$ cat src/rtl/alu8_pkg.sv
package alu8_pkg;
    localparam int DW = 8;
    localparam int NW = DW / 2;

    localparam int F_S  = 7;
    localparam int F_Z  = 6;
    localparam int F_H  = 4;
    localparam int F_PV = 2;
    localparam int F_N  = 1;
    localparam int F_C  = 0;

    typedef enum logic [2:0] {
        OP_ADD  = 3'd0,
        OP_ADC  = 3'd1,
        OP_SUB  = 3'd2,
        OP_SBC  = 3'd3,
        OP_AND  = 3'd4,
        OP_OR   = 3'd5,
        OP_XOR  = 3'd6,
        OP_DADJ = 3'd7
    } alu_op_e;

    typedef struct packed {
        logic [DW-1:0] res;
        logic          s;
        logic          z;
        logic          h;
        logic          pv;
        logic          n;
        logic          c;
    } alu_out_t;

    function automatic logic [DW-1:0] pack_flags(alu_out_t o);
        logic [DW-1:0] f;
        f       = '0;
        f[F_S]  = o.s;
        f[F_Z]  = o.z;
        f[F_H]  = o.h;
        f[F_PV] = o.pv;
        f[F_N]  = o.n;
        f[F_C]  = o.c;
        return f;
    endfunction
endpackage

$ cat src/rtl/alu8_addsub.sv
module alu8_addsub
    import alu8_pkg::*;
(
    input  logic [DW-1:0] a,
    input  logic [DW-1:0] b,
    input  logic          cin,
    input  logic          sub,
    output logic [DW-1:0] res,
    output logic          c_out,
    output logic          h_out,
    output logic          v_out
);
    logic [DW-1:0] bx;
    logic          ci;
    logic [DW:0]   full;
    logic [NW:0]   low;

    always_comb begin
        bx    = sub ? ~b : b;
        ci    = sub ? ~cin : cin;
        full  = {1'b0, a} + {1'b0, bx} + {{DW{1'b0}}, ci};
        low   = {1'b0, a[NW-1:0]} + {1'b0, bx[NW-1:0]} + {{NW{1'b0}}, ci};
        res   = full[DW-1:0];
        c_out = full[DW] ^ sub;
        h_out = low[NW] ^ sub;
        v_out = (a[DW-1] == bx[DW-1]) && (full[DW-1] != a[DW-1]);
    end
endmodule

$ cat src/rtl/alu8_dadj.sv
module alu8_dadj
    import alu8_pkg::*;
(
    input  logic [DW-1:0] a,
    input  logic          h_in,
    input  logic          n_in,
    input  logic          c_in,
    output logic [DW-1:0] res,
    output logic          h_out,
    output logic          c_out
);
    logic [DW-1:0] corr;
    logic [NW-1:0] lo;
    logic          lo_big;

    always_comb begin
        lo     = a[NW-1:0];
        lo_big = lo > NW'(9);
        corr   = '0;
        c_out  = 1'b0;
        if (h_in || lo_big) corr[NW-1:0] = NW'(6);
        if (c_in || (a > DW'(8'h99))) begin
            corr[DW-1:NW] = NW'(6);
            c_out         = 1'b1;
        end
        res   = n_in ? (a - corr) : (a + corr);
        h_out = n_in ? (h_in && (lo < NW'(6))) : lo_big;
    end
endmodule

$ cat src/rtl/alu8_flagreg.sv
module alu8_flagreg
    import alu8_pkg::*;
(
    input  logic          clk,
    input  logic          rst_n,
    input  logic          we,
    input  logic [DW-1:0] flags_in,
    input  logic [2:0]    cc,
    output logic [DW-1:0] flags_q,
    output logic          taken
);
    logic [DW-1:0] flags_d;
    logic          sel_bit;

    always_comb begin
        flags_d = we ? flags_in : flags_q;
        unique case (cc[2:1])
            2'd0:    sel_bit = flags_q[F_Z];
            2'd1:    sel_bit = flags_q[F_C];
            2'd2:    sel_bit = flags_q[F_PV];
            default: sel_bit = flags_q[F_S];
        endcase
        taken = (sel_bit == cc[0]);
    end

    always_ff @(posedge clk or negedge rst_n) begin
        if (!rst_n) flags_q <= '0;
        else        flags_q <= flags_d;
    end

    p_hold_r12: assert property (@(posedge clk) disable iff (!rst_n)
        !$past(we) |-> $stable(flags_q));
    p_load_r12: assert property (@(posedge clk) disable iff (!rst_n)
        $past(we) |-> (flags_q == $past(flags_in)));
endmodule

$ cat src/rtl/alu8_core.sv
module alu8_core
    import alu8_pkg::*;
(
    input  logic          clk,
    input  logic          rst_n,
    input  logic [7:0]    a,
    input  logic [7:0]    b,
    input  logic          cin,
    input  logic [2:0]    op,
    input  logic          flag_we,
    input  logic [2:0]    cc,
    output logic [7:0]    result,
    output logic [7:0]    flags,
    output logic [7:0]    flags_q,
    output logic          taken
);
    alu_op_e       op_e;
    logic          is_sub, is_arith, is_logic, as_cin;
    logic [DW-1:0] as_res, da_res;
    logic          as_c, as_h, as_v, da_h, da_c;
    alu_out_t      out_d;

    assign op_e     = alu_op_e'(op);
    assign is_sub   = (op_e == OP_SUB) || (op_e == OP_SBC);
    assign is_arith = !op[2];
    assign is_logic = op[2] && (op_e != OP_DADJ);
    assign as_cin   = op[0] && cin;

    alu8_addsub u_addsub (
        .a(a), .b(b), .cin(as_cin), .sub(is_sub),
        .res(as_res), .c_out(as_c), .h_out(as_h), .v_out(as_v)
    );

    alu8_dadj u_dadj (
        .a(a), .h_in(flags_q[F_H]), .n_in(flags_q[F_N]), .c_in(flags_q[F_C]),
        .res(da_res), .h_out(da_h), .c_out(da_c)
    );

    always_comb begin
        out_d = '0;
        unique case (op_e)
            OP_ADD, OP_ADC, OP_SUB, OP_SBC: begin
                out_d.res = as_res;
                out_d.c   = as_c;
                out_d.h   = as_h;
                out_d.pv  = as_v;
                out_d.n   = is_sub;
            end
            OP_AND: begin
                out_d.res = a & b;
                out_d.h   = 1'b1;
            end
            OP_OR:  out_d.res = a | b;
            OP_XOR: out_d.res = a ^ b;
            default: begin
                out_d.res = da_res;
                out_d.c   = da_c;
                out_d.h   = da_h;
                out_d.n   = flags_q[F_N];
            end
        endcase
        if (!is_arith) out_d.pv = ~^out_d.res;
        out_d.s = out_d.res[DW-1];
        out_d.z = (out_d.res == '0);
        result  = out_d.res;
        flags   = pack_flags(out_d);
    end

    alu8_flagreg u_flagreg (
        .clk(clk), .rst_n(rst_n), .we(flag_we), .flags_in(flags),
        .cc(cc), .flags_q(flags_q), .taken(taken)
    );

    p_xbits_r1: assert property (@(posedge clk) disable iff (!rst_n)
        (flags[5] == 1'b0) && (flags[3] == 1'b0));
    p_add_carry_r2: assert property (@(posedge clk) disable iff (!rst_n)
        (op_e == OP_ADD) |-> ({flags[F_C], result} == ({1'b0, a} + {1'b0, b})));
    p_sub_borrow_r3: assert property (@(posedge clk) disable iff (!rst_n)
        (op_e == OP_SUB) |-> (flags[F_C] == (a < b)));
    p_zero_r4: assert property (@(posedge clk) disable iff (!rst_n)
        flags[F_Z] == (result == 8'h00));
    p_sign_r5: assert property (@(posedge clk) disable iff (!rst_n)
        flags[F_S] == result[7]);
    p_ovf_r6: assert property (@(posedge clk) disable iff (!rst_n)
        (op_e == OP_ADD) |-> (flags[F_PV] == ((a[7] == b[7]) && (result[7] != a[7]))));
    p_parity_r7: assert property (@(posedge clk) disable iff (!rst_n)
        is_logic |-> (flags[F_PV] == ~^result));
    p_nflag_r9: assert property (@(posedge clk) disable iff (!rst_n)
        is_arith |-> (flags[F_N] == op[1]));
    p_logic_r10: assert property (@(posedge clk) disable iff (!rst_n)
        is_logic |-> (!flags[F_C] && !flags[F_N]));
endmodule

$ cat config.mk
export PLATFORM = sky130hd
export DESIGN_NAME = alu8_core
export DESIGN_NICKNAME = d
export VERILOG_FILES = /design/src/rtl/alu8_pkg.sv /design/src/rtl/alu8_addsub.sv /design/src/rtl/alu8_dadj.sv /design/src/rtl/alu8_flagreg.sv /design/src/rtl/alu8_core.sv
export SDC_FILE = /design/constraint.sdc
export NUM_CORES = 1
export LEC_CHECK = 0
export ABC_AREA = 1
export ABC_CLOCK_PERIOD_IN_PS = 3200
export BUFFER_PORTS_ARGS = -buffer_cell sky130_fd_sc_hd__clkbuf_2
export CELL_PAD_IN_SITES_DETAIL_PLACEMENT = 1
export CELL_PAD_IN_SITES_GLOBAL_PLACEMENT = 1
export CORE_MARGIN = 4
export CORE_UTILIZATION = 33
export DETAILED_ROUTE_END_ITERATION = 6
export PLACE_DENSITY = 0.81
export REMOVE_ABC_BUFFERS = 1
export SLEW_MARGIN = 20
export SYNTH_ARGS = -nofsm -noshare
export SYNTH_HDL_FRONTEND = slang
export SYNTH_SLANG_ARGS = --single-unit
$ cat constraint.sdc
create_clock -name clk -period 3.2 [get_ports clk]
set_input_delay 0.16 -clock clk [delete_from_list [all_inputs] [get_ports clk]]
set_output_delay 0.16 -clock clk [all_outputs]
set_load 0.02 [all_outputs]
==> flow_metrics.py <==
metrics = {
    "yosys": {
        "yosysWarnings": 0,
        "synth_top_family_by_area": "simple AND/OR/NAND/NOR gates",
        "synthSimpleGateAreaFrac": 0.296,
        "synth_top_flop_cell": "dfrtp_1",
        "synthDistinctLibCells": 28,
        "seq_area_frac_synth": 0.0784,
        "yosys.area.top_type_share": 0.235,
        "synth_edf_count": 0,
        "synth_xor_area_frac": 0.0778,
        "syn-mean-instance-area_sq_um": 6.20,
        "synth_cells": 309,
        "synth.area.mux_share": 0,
        "synth-adder-area-share": 0.256,
        "synth-seq-cells": 6,
        "yosysTopAreaCell": "ha_1",
        "syn_area_sq_um": 1910,
        "synth-compound-area-share": 0.135,
        "synth_area_leaders": "ha_1 (24%), nand2_1 (15%), inv_1 (11%)",
        "synthArstFlopShare": 1.00,
    },
    "floorplanning": {
        "io_pins": 51,
        "die_area_sq_um": 7080,
        "start_util": 0.343,
        "dieWidth_microns": 84.2,
        "die_h_microns": 84.2,
        "rows": 27,
        "core_area_sq_um": 5570,
    },
    "clocking": {
        "clk_latency_ps": 230,
        "cts_max_path_buffers": 2,
        "cts_tree": "done",
        "clock-sinks": 6,
        "htree_levels": 1,
        "cts_root_buf": "clkbuf_8",
        "cts_buffers": 3,
        "clk_pin_slew_ps": 40,
    },
    "route": {
        "drt_pass1_iterations": 4,
        "drc_errors": 0,
        "post_drt_wl_per_cell_microns": 17.7,
        "avgViaCountPerCell": 5.17,
        "drtIter0Drc": 101,
        "vias": 2446,
        "drtAntennaViolNets": 0,
        "wirelength_microns": 8380,
    },
    "sta": {
        "worstMarginPinSlew_ps": 503,
        "grt_setup_unrepaired": "yes",
        "timing.final.max_slew_violations": 0,
        "hold_viol": 0,
        "fin_ws_ps": -190,
        "finalClockSkew_ps": 9.39,
        "layout_worst_path_cycle_share": 1.06,
        "timing.fmax_ghz": 0.295,
        "setup_viol": 3,
        "timing.slew.headroom": 0.664,
        "fin_setup_tns_ps": -449,
        "fin_crit_ps": 3390,
    },
    "worst_setup_path": {
        "crit_path_start_kind": "register",
        "end_kind": "output pin",
        "critical_path_class": "reg2out",
        "worstPathRequired_ps": 3040,
        "cp.arrival_ps": 3230,
        "cpMostUsedCell": "nand2_2",
        "crit_fanout": 4,
        "slowest_stage": "dfrtp_1",
        "cp_cell_sequence": "inv_2 > nand2_2 > inv_2 > ha_4 > nand2_2 > nand2_2 > ha_4 > nand2_2 > inv_2 > nand4_1 > nand3_1 > nand2_1 > nand2_1 > nand2_2 > nand3_2 > inv_2 > ha_4 > xnor2_4 > a21oi_2 > o21ai_2 > nand2_1 > clkbuf_8",
        "cpPeakStageDelay_ps": 420,
        "worst-path-buf-inv": 5,
        "path_delay_family": "simple AND/OR/NAND/NOR gates",
    },
    "cells_and_area": {
        "final_common_cell": "nand2_1",
        "final_area_sq_um": 2780,
        "top_regs": "u_flagreg.flags_q (6)",
        "finalNetCount": 467,
        "layout_common_cells": "nand2_1 (65), buf_4 (50), inv_1 (48)",
        "largest_reg_flops": 6,
        "fill_cells": 753,
        "antenna_cells": 0,
        "area_delta_synth_final_pct": 45.0,
        "top_register": "u_flagreg.flags_q",
        "layout-drive-gt1-share": 0.364,
    },
    "pwr": {
        "peakVddDrop_mv": 0.178,
        "power_uw": 1180,
        "p_per_area_nw_per_um2": 425,
        "leakagePower_uw": 0.00160,
    },
    "job": {
        "drv_cap": 0,
    },
    "hold_path": {
        "hold_path_class": "in2reg",
    },
    "placement": {
        "dp_hpwl_microns": 5940,
        "place_area_sq_um": 2440,
        "gp_congestion": 0.988,
        "io_buffer_count": 46,
    },
    "run_status": {
        "status": "finished with violations",
        "violations": "negative setup slack",
    },
    "global_route": {
        "grt_pass1_vias": 2628,
        "grt_antenna_before_repair": 0,
        "gr-total-overflow": 0,
        "grt_first_pass_wirelength_microns": 13400,
        "grt_max_degree": 10,
        "grt_usage": 0.233,
    },
}
## routing by layer
metal  wire (microns)  part of all wire  global-route usage  up-vias
met5                0                 0                   0        -
met2             4230              0.50               0.415       84
met3              357             0.043              0.0245       29
met1             3420              0.41               0.270     1179
met4              377             0.045               0.132        0
li1                 -                 -                   -     1154
## through the flow
| stage | util | hold slack (ps) | std cells | setup WS, ps |
|---|---|---|---|---|
| detailed placement | 0.437 | -9.05 | 455 | -373 |
| global route | 0.498 | 327 | 473 | -316 |
| finish | 0.498 | 286 | 473 | -190 |
| CTS | 0.478 | 279 | 468 | 1.41 |
| floorplan | - | -136 | 301 | -403 |
| global placement | 0.437 | -10.9 | 455 | -131 |
## report_power, final
part           internal (uW)  leakage [uW]  total (uW)  switching, uW
Sequential              89.3     0.0000762         107           18.0
Combinational            417       0.00150         951            534
Clock                   81.5     0.0000216         121           39.3
## timing repair
| item | CTS | global route |
|---|---|---|
| gates cloned | 0 | 0 |
| endpoints found under the setup margin | 2 | 4 |
| hold buffers | 1 | 0 |
| setup buffers | 9 | 5 |
| pin swaps | 11 | 17 |
| hold endpoints to repair | 6 | 0 |
| gates resized for setup | 24 | 23 |
## logic make-up (layout without fill, tap and decap cells)
family | Yosys count | count (layout)
AOI/OAI and AO/OA | 44 | 44
xor gates and xnor gates | 17 | 17
adders and majority gates | 38 | 38
buffers and inverters | 69 | 158
DFF | 6 | 6
other | 1 | 4
and+or+nand+nor | 134 | 134
## cell usage after synthesis (2+ instances only)
library cell and n:
a21oi_1 17, dfrtp_1 6, o21bai_1 2, nand4_1 3, nand3_1 22, o21ai_0 13
o211ai_1 3, nand2_1 75, fa_1 2, xor2_1 13, ha_1 36, inv_1 56
a221oi_1 2, a21o_1 2, o21ai_2 2, nor2_1 29, inv_2 2, buf_4 10
a31oi_1 2, xnor2_1 4
## layout make-up
type | count | area, sq um | share of cell area
Clock buffer | 3 | 41.3 | 0.0149
Sequential cell | 6 | 150 | 0.0541
Tap cell | 72 | 90.1 | 0.0325
Inverter | 58 | 218 | 0.0784
Timing Repair Buffer | 97 | 624 | 0.225
Multi-Input combinational cell | 237 | 1650 | 0.595
## worst paths after layout
path / from / endpoint / slack, ps / cells after the start
min in group asynchronous: rst_n / u_flagreg.flags_q[0] / 330 / 2
max in group asynchronous: rst_n / u_flagreg.flags_q[7] / 2700 / 2
min: flag_we / u_flagreg.flags_q[6] / 290 / 2
min reg2reg: u_flagreg.flags_q[6] / u_flagreg.flags_q[6] / 610 / 2
max: u_flagreg.flags_q[0] / flags[2] / -190 / 22
max reg2reg: u_flagreg.flags_q[0] / u_flagreg.flags_q[2] / -120 / 23
(Power assumes the default switching activity.)
